===== src/rtl/sb_pkg.sv =====
package sb_pkg;
  localparam int SB_NUM_FU = 5;
  localparam int SB_REGS   = 8;
  localparam int SB_TAG_W  = 3;
  localparam int SB_CLS_W  = 2;

  typedef enum logic [SB_CLS_W-1:0] {
    CLS_INT = 2'd0,
    CLS_MUL = 2'd1,
    CLS_ADD = 2'd2,
    CLS_DIV = 2'd3
  } fu_cls_e;

  typedef enum logic [1:0] {
    PH_IDLE,
    PH_WAIT_OPS,
    PH_EXEC,
    PH_WAIT_WB
  } phase_e;

  // Fixed unit mix: slot 0 integer/load, 1..2 multiply, 3 add, 4 divide.
  function automatic logic [SB_CLS_W-1:0] unit_class(int u);
    if (u == 0) return CLS_INT;
    if (u <= 2) return CLS_MUL;
    if (u == 3) return CLS_ADD;
    return CLS_DIV;
  endfunction

  function automatic logic [SB_TAG_W-1:0] tag_of(int u);
    return SB_TAG_W'(u + 1);
  endfunction
endpackage


===== src/rtl/sb_issue_sel.sv =====
module sb_issue_sel
  import sb_pkg::*;
#(
  parameter int NUM_FU = SB_NUM_FU
) (
  input  logic                in_valid,
  input  logic [SB_CLS_W-1:0] in_cls,
  input  logic [NUM_FU-1:0]   busy,
  input  logic                dst_pending,
  output logic                fire,
  output logic                stall,
  output logic [NUM_FU-1:0]   sel,
  output logic [SB_TAG_W-1:0] sel_tag
);
  logic [NUM_FU-1:0] cand;
  logic              found;

  for (genvar u = 0; u < NUM_FU; u++) begin : g_cand
    assign cand[u] = !busy[u] && (unit_class(u) == in_cls);
  end

  always_comb begin
    sel     = '0;
    sel_tag = '0;
    found   = 1'b0;
    for (int u = 0; u < NUM_FU; u++) begin
      if (cand[u] && !found) begin
        sel[u]  = 1'b1;
        sel_tag = tag_of(u);
        found   = 1'b1;
      end
    end
  end

  assign fire  = in_valid && found && !dst_pending;
  assign stall = in_valid && !fire;
endmodule


===== src/rtl/sb_wb_pick.sv =====
module sb_wb_pick
  import sb_pkg::*;
#(
  parameter int NUM_FU = SB_NUM_FU
) (
  input  logic [NUM_FU-1:0]   req,
  output logic [NUM_FU-1:0]   grant,
  output logic                any,
  output logic [SB_TAG_W-1:0] win_tag
);
  always_comb begin
    grant   = '0;
    win_tag = '0;
    for (int u = NUM_FU - 1; u >= 0; u--) begin
      if (req[u]) begin
        grant   = '0;
        grant[u] = 1'b1;
        win_tag = tag_of(u);
      end
    end
  end

  assign any = |req;
endmodule


===== src/rtl/sb_fu_slot.sv =====
module sb_fu_slot
  import sb_pkg::*;
#(
  parameter int REG_W = 3
) (
  input  logic                clk,
  input  logic                rst_n,
  input  logic                take,
  input  logic [REG_W-1:0]    in_dst,
  input  logic [REG_W-1:0]    in_src_j,
  input  logic [REG_W-1:0]    in_src_k,
  input  logic                in_use_j,
  input  logic                in_use_k,
  input  logic [SB_TAG_W-1:0] in_qj,
  input  logic [SB_TAG_W-1:0] in_qk,
  input  logic                bc_valid,
  input  logic [SB_TAG_W-1:0] bc_tag,
  input  logic                done,
  input  logic                wb_win,
  output logic                busy,
  output logic                rd_go,
  output logic                wb_ready,
  output logic [REG_W-1:0]    fi,
  output logic [REG_W-1:0]    fj,
  output logic [REG_W-1:0]    fk,
  output logic                rj_live,
  output logic                rk_live
);
  phase_e              phase;
  logic [SB_TAG_W-1:0] qj, qk;
  logic                rj, rk, uj, uk;

  assign busy     = (phase != PH_IDLE);
  assign rd_go    = (phase == PH_WAIT_OPS) && rj && rk;
  assign wb_ready = (phase == PH_WAIT_WB);
  assign rj_live  = uj && rj;
  assign rk_live  = uk && rk;

  always_ff @(posedge clk) begin
    if (!rst_n) begin
      phase <= PH_IDLE;
      fi <= '0; fj <= '0; fk <= '0;
      qj <= '0; qk <= '0;
      rj <= 1'b0; rk <= 1'b0; uj <= 1'b0; uk <= 1'b0;
    end else begin
      case (phase)
        PH_IDLE: if (take) begin
          fi <= in_dst; fj <= in_src_j; fk <= in_src_k;
          uj <= in_use_j; uk <= in_use_k;
          qj <= in_qj; qk <= in_qk;
          rj <= (in_qj == '0);
          rk <= (in_qk == '0);
          phase <= PH_WAIT_OPS;
        end
        PH_WAIT_OPS: begin
          if (rd_go) begin
            rj <= 1'b0;
            rk <= 1'b0;
            phase <= PH_EXEC;
          end else begin
            if (bc_valid && qj != '0 && qj == bc_tag) begin
              rj <= 1'b1;
              qj <= '0;
            end
            if (bc_valid && qk != '0 && qk == bc_tag) begin
              rk <= 1'b1;
              qk <= '0;
            end
          end
        end
        PH_EXEC: if (done) phase <= PH_WAIT_WB;
        PH_WAIT_WB: if (wb_win) phase <= PH_IDLE;
        default: phase <= PH_IDLE;
      endcase
    end
  end

  AST_READ_ENTERS_EXEC: assert property (@(posedge clk) disable iff (!rst_n)
    rd_go |=> (phase == PH_EXEC) && !rj && !rk);
  AST_FREE_ONLY_AFTER_WIN: assert property (@(posedge clk) disable iff (!rst_n)
    $fell(busy) |-> $past(wb_win));
  AST_WIN_ONLY_WAITING: assert property (@(posedge clk) disable iff (!rst_n)
    wb_win |-> wb_ready);
endmodule


===== src/rtl/sb_hazard_ctl.sv =====
module sb_hazard_ctl
  import sb_pkg::*;
#(
  parameter int REG_CNT = SB_REGS,
  parameter int NUM_FU  = SB_NUM_FU,
  localparam int REG_W  = $clog2(REG_CNT)
) (
  input  logic                clk,
  input  logic                rst_n,
  input  logic                in_valid,
  input  logic [SB_CLS_W-1:0] in_cls,
  input  logic [REG_W-1:0]    in_dst,
  input  logic [REG_W-1:0]    in_src_j,
  input  logic [REG_W-1:0]    in_src_k,
  input  logic                in_use_j,
  input  logic                in_use_k,
  input  logic [NUM_FU-1:0]   fu_done,
  output logic                issue_stall,
  output logic [SB_TAG_W-1:0] issue_unit,
  output logic [NUM_FU-1:0]   read_grant,
  output logic [NUM_FU-1:0]   wb_grant
);
  logic [SB_TAG_W-1:0] rstat [REG_CNT];

  logic [NUM_FU-1:0]   busy, wb_ready, war_block, wb_elig, sel;
  logic [NUM_FU-1:0]   rj_live, rk_live;
  logic [REG_W-1:0]    fi [NUM_FU];
  logic [REG_W-1:0]    fj [NUM_FU];
  logic [REG_W-1:0]    fk [NUM_FU];
  logic                issue_fire, wb_any;
  logic [SB_TAG_W-1:0] sel_tag, wb_tag, qj_new, qk_new;
  logic [REG_W-1:0]    wb_dst;

  sb_issue_sel #(.NUM_FU(NUM_FU)) u_issue (
    .in_valid   (in_valid),
    .in_cls     (in_cls),
    .busy       (busy),
    .dst_pending(rstat[in_dst] != '0),
    .fire       (issue_fire),
    .stall      (issue_stall),
    .sel        (sel),
    .sel_tag    (sel_tag)
  );

  assign issue_unit = issue_fire ? sel_tag : '0;

  // Producer tags for the issuing instruction, with same-cycle write-back bypass.
  always_comb begin
    qj_new = in_use_j ? rstat[in_src_j] : '0;
    qk_new = in_use_k ? rstat[in_src_k] : '0;
    if (wb_any && qj_new == wb_tag) qj_new = '0;
    if (wb_any && qk_new == wb_tag) qk_new = '0;
  end

  for (genvar u = 0; u < NUM_FU; u++) begin : g_slot
    sb_fu_slot #(.REG_W(REG_W)) u_slot (
      .clk     (clk),
      .rst_n   (rst_n),
      .take    (issue_fire && sel[u]),
      .in_dst  (in_dst),
      .in_src_j(in_src_j),
      .in_src_k(in_src_k),
      .in_use_j(in_use_j),
      .in_use_k(in_use_k),
      .in_qj   (qj_new),
      .in_qk   (qk_new),
      .bc_valid(wb_any),
      .bc_tag  (wb_tag),
      .done    (fu_done[u]),
      .wb_win  (wb_grant[u]),
      .busy    (busy[u]),
      .rd_go   (read_grant[u]),
      .wb_ready(wb_ready[u]),
      .fi      (fi[u]),
      .fj      (fj[u]),
      .fk      (fk[u]),
      .rj_live (rj_live[u]),
      .rk_live (rk_live[u])
    );
  end

  // Write-after-read check: another unit still owes a read of this destination.
  always_comb begin
    for (int u = 0; u < NUM_FU; u++) begin
      war_block[u] = 1'b0;
      for (int f = 0; f < NUM_FU; f++) begin
        if (f != u && ((rj_live[f] && fj[f] == fi[u]) ||
                       (rk_live[f] && fk[f] == fi[u])))
          war_block[u] = 1'b1;
      end
    end
  end

  assign wb_elig = wb_ready & ~war_block;

  sb_wb_pick #(.NUM_FU(NUM_FU)) u_pick (
    .req    (wb_elig),
    .grant  (wb_grant),
    .any    (wb_any),
    .win_tag(wb_tag)
  );

  always_comb begin
    wb_dst = '0;
    for (int u = 0; u < NUM_FU; u++)
      if (wb_grant[u]) wb_dst = fi[u];
  end

  always_ff @(posedge clk) begin
    if (!rst_n) begin
      for (int r = 0; r < REG_CNT; r++) rstat[r] <= '0;
    end else begin
      if (wb_any) rstat[wb_dst] <= '0;
      if (issue_fire) rstat[in_dst] <= sel_tag;
    end
  end

  AST_WB_ONEHOT: assert property (@(posedge clk) disable iff (!rst_n)
    $onehot0(wb_grant));
  AST_ISSUE_TO_IDLE: assert property (@(posedge clk) disable iff (!rst_n)
    issue_fire |-> ((sel & busy) == '0));
  AST_WB_NO_WAR: assert property (@(posedge clk) disable iff (!rst_n)
    wb_any |-> ((wb_grant & war_block) == '0));

  for (genvar r = 0; r < REG_CNT; r++) begin : g_rchk
    AST_RSTAT_HOLD: assert property (@(posedge clk) disable iff (!rst_n)
      (rstat[r] != '0 && !(wb_any && wb_tag == rstat[r]))
        |=> rstat[r] == $past(rstat[r]));
  end
endmodule


===== config.mk =====
export PLATFORM = sky130hd
export DESIGN_NAME = sb_hazard_ctl
export DESIGN_NICKNAME = d
export VERILOG_FILES = /design/src/rtl/sb_pkg.sv /design/src/rtl/sb_issue_sel.sv /design/src/rtl/sb_wb_pick.sv /design/src/rtl/sb_fu_slot.sv /design/src/rtl/sb_hazard_ctl.sv
export SDC_FILE = /design/constraint.sdc
export NUM_CORES = 1
export LEC_CHECK = 0
export ABC_CLOCK_PERIOD_IN_PS = 3300
export BUFFER_PORTS_ARGS = -buffer_cell sky130_fd_sc_hd__buf_2
export CAP_MARGIN = 15
export CORE_ASPECT_RATIO = 1.2
export CORE_MARGIN = 1
export CORE_UTILIZATION = 40
export CTS_BUF_LIST = sky130_fd_sc_hd__clkbuf_4 sky130_fd_sc_hd__clkbuf_8
export CTS_CLUSTER_DIAMETER = 120
export CTS_CLUSTER_SIZE = 12
export DETAILED_ROUTE_END_ITERATION = 10
export GPL_TIMING_DRIVEN = 0
export SETUP_SLACK_MARGIN = 0.4
export SLEW_MARGIN = 20
export SYNTH_ARGS = -nofsm -noshare
export SYNTH_HDL_FRONTEND = slang
export SYNTH_SLANG_ARGS = --single-unit

===== constraint.sdc =====
create_clock -name clk -period 3.3 [get_ports clk]
set_clock_uncertainty 0.2 [all_clocks]
set_input_delay 0.165 -clock clk [delete_from_list [all_inputs] [get_ports clk]]
set_output_delay 0.165 -clock clk [all_outputs]
set_load 0.03 [all_outputs]

==> out/qor.yml <==
sta:
  layout_setup_ws_ns: -0.310
  hold_violations: 0
  fin_crit_sh_pct: 109
  finalMaxSlewViolations: 0
  worst_pin_slew_ns: 0.895
  max_clock_freq_mhz: 277
  relSlewSlack_pct: 40.3
  setup_tns_ns: -7.90
  finalWorstPathRequiredPeriod_ns: 3.61
  grt_setup_unrepaired: "true"
  finalSetupViolCount: 50
detailed_routing:
  viasPerCell: 5.94
  drtIter0Drc: 792
  vias: 8915
  firstDrtPassIters: 7
  wl_per_cell_um: 21.8
  wl_mm: 32.7
  antenna_left: 0
  post-route-drc-count: 0
outcome:
  violations: "setup timing"
  outcome: "finished with violations"
pwr:
  swShare_pct: 34.4
  switching_power_uw: 1620
  vdd_drop_max_uv: 247
  p_int_uw: 3090
  power_density_mw_per_mm2: 384
  pwr-share-clk_pct: 33.4
  p_leak_uw: 0.00493
  comb_power_share_pct: 29.1
  pwr-share-seq_pct: 37.5
global_routing:
  antenna_found_initial: 0
  globalRouteTotalUtil_pct: 28.9
  grt_max_degree: 17
  grt_pass1_vias: 8607
  overflow: 0
  grt_pass1_wl_mm: 48.3
die:
  rows: 59
  ios: 35
  dieHeight_um: 165
  floorplan.initialDensity_pct: 40.7
  dieArea_mm2: 0.0226
  core_area_mm2: 0.0216
  die_x_um: 137
setup_path:
  endpoint_kind: "register"
  critPathLaunchType: "register"
  cp.arrival_ns: 3.60
  path_class: "register to register"
  path_max_fanout: 4
  crit_cells: 14
  cp.required_ns: 3.29
  path_cells: "buf_6, xor2_1, or4_1, and3_4, and3_4, a211oi_4, buf_6, buf_8, o21ai_2, o22ai_2, o31ai_4, or3b_4, o211ai_1, buf_4"
  ff2ff_path_depth: 14
  critical_path.top_delay_family: "simple AND/OR/NAND/NOR gates"
  r2r_slack_ns: -0.31
  crit_path_top_delay_cell: "or4_1"
  crit_buf_inv: 4
  worst_path_largest_cell_delay_ns: 0.50
logic_synthesis:
  ys_seq_elements: 129
  yosys-top-cells-area: "dfxtp_1 24%, xor2_1 8.8%, edfxtp_1 8.2%"
  ys_async_sr_fraction_pct: 0
  synth-edff-count: 24
  synthCells: 1044
  synth_cell_types: 76
  yosysTopAreaCell: "dfxtp_1"
  syn_nets: 1085
  yosysWarnings: 0
  ys_seq_area_share_pct: 32.1
  syn_area_mm2: 0.00880
  synth_area_per_cell_um2: 8.43
  synth_top_area_share_pct: 23.9
  synth_ff_type: "dfxtp_1"
finish:
  area.growth.synth_to_final_pct: 39.2
  layout_commonest_cell: "buf_4"
  nNetsFinal: 1256
  fin_cells: 1502
  final_cell_mix: "103 x buf_4, 97 x nand2_1, 94 x nor2_1, 91 x dfxtp_1, 75 x xor2_1"
  n_fill_cell: 1849
  antenna_cells: 0
  final_layout_size_suffix_gt1_share_pct: 37.1
clock_tree:
  clk_pin_slew_ns: 0.08
  cts_max_level: 4
  root_buffer: "clkbuf_8"
  cts.sink_count: 129
  clock_latency_ns: 0.47
  cts_tree: "yes"
  numCtsBuffers: 17
  cts.path.max_buffers: 2
hold_path:
  hold_depth: 4
  hold_path_class: "input pin to register"
placed_design:
  numPortBuffers: 28
  placedCellCount: 1346
  place.gp.congestion: 0.937
  dpl.hpwl_mm: 21.5
run:
  maxCapViolCount: 0
[metal layers]
metal,track usage [%],share of wire [%],wire (um),up-vias
li1,-,-,-,4013
met1,34.5,40,13100,4372
met2,47.3,48,15700,381
met3,6.23,6.3,2050,149
met4,17.5,5.8,1890,0
met5,0,0,0,-
[power groups by stage]
stage	Sequential [uW]	Combinational [uW]	Clock [uW]
finish	1770	1370	1570
global route	1780	1480	1640
CTS	1760	1180	1580
detailed placement	1790	979	0
global placement	1780	961	0
floorplan	1760	714	0
[worst paths after layout]
kind	from	endpoint
max	g_slot[2].u_slot.fi[1]	rstat[1][1]
min	in_src_j[0]	g_slot[3].u_slot.fj[0]
max reg2reg	g_slot[2].u_slot.fi[1]	rstat[1][1]
min reg2reg	g_slot[4].u_slot.uj	g_slot[4].u_slot.uj
[area by class of cell]
class                   count  area (um^2)  share of cell area, %
clock buffers              17          234                   1.91
inverters                  39          150                   1.22
multi-input cells         777         6530                   53.3
repair buffers            152         1250                   10.2
clock inverters            15          209                   1.70
flip-flops and latches    129         2840                   23.2
well taps                 274          343                   2.80
plain buffers              99          699                   5.71
[state kept, by name, indices dropped and copies added (netlist names), 10 cells and up]
name / count
g_slot.u_slot.fi: 15
g_slot.u_slot.fj: 15
g_slot.u_slot.fk: 15
g_slot.u_slot.phase: 10
g_slot.u_slot.qj: 15
g_slot.u_slot.qk: 15
rstat: 24
[logic make-up (layout without fill, tap and decap cells)]
kind of cell               count (synthesis)  in the layout  share of synthesized area (%)
muxes                                     65             65                           9.18
adders and majority gates                 20             20                           2.84
and+or+nand+nor                          347            347                           18.9
buffers and inverters                    138            322                           6.74
xor gates and xnor gates                 126            126                           12.5
DFF                                      129            129                           32.1
AOI/OAI and AO/OA                        219            219                           17.7
[synth_stat cells, types with 11 or more instances]
cell	count
ha_1	20
a21oi_1	61
and3_1	13
buf_2	23
and2_1	11
nor2b_1	14
clkbuf_1	60
xnor2_1	38
xor2_1	88
o21ai_0	28
nor4_1	25
o211ai_1	11
nand2b_1	14
nand3_1	15
mux4_2	12
edfxtp_1	24
a211oi_1	15
inv_1	38
dfxtp_1	105
nor2_1	101
nand2_1	109
mux2i_1	47
[stage by stage]
stage | utilization, % | worst slack, ns | hold WS (ns) | instance area [um^2] | power [uW]
after floorplan | - | -0.0135 | 0.232 | 8950 | 2470
after global placement | 43.6 | -0.922 | 0.238 | 9440 | 2750
after detailed placement | 43.7 | -0.808 | 0.249 | 9440 | 2770
after CTS | 52.1 | -0.188 | 0.00535 | 11300 | 4510
after global routing | 56.7 | -0.412 | 0.0471 | 12300 | 4900
final | 56.7 | -0.310 | 0.0113 | 12300 | 4710
[repair_timing]
action / CTS / global route
pin swaps: 68 / 43
buffers inserted: 73 / 41
endpoints found under the hold margin: 21 / 0
gates resized for setup: 193 / 156
setup endpoints to repair: 133 / 130
hold buffers: 7 / 0
gates cloned: 2 / 1
[worst min-delay path: stages]
cell     delay (ns)
buf_2          0.11
buf_2          0.22
nand2_1        0.09
a21oi_1        0.05
Note: power is estimated with default switching activity, not from simulation.
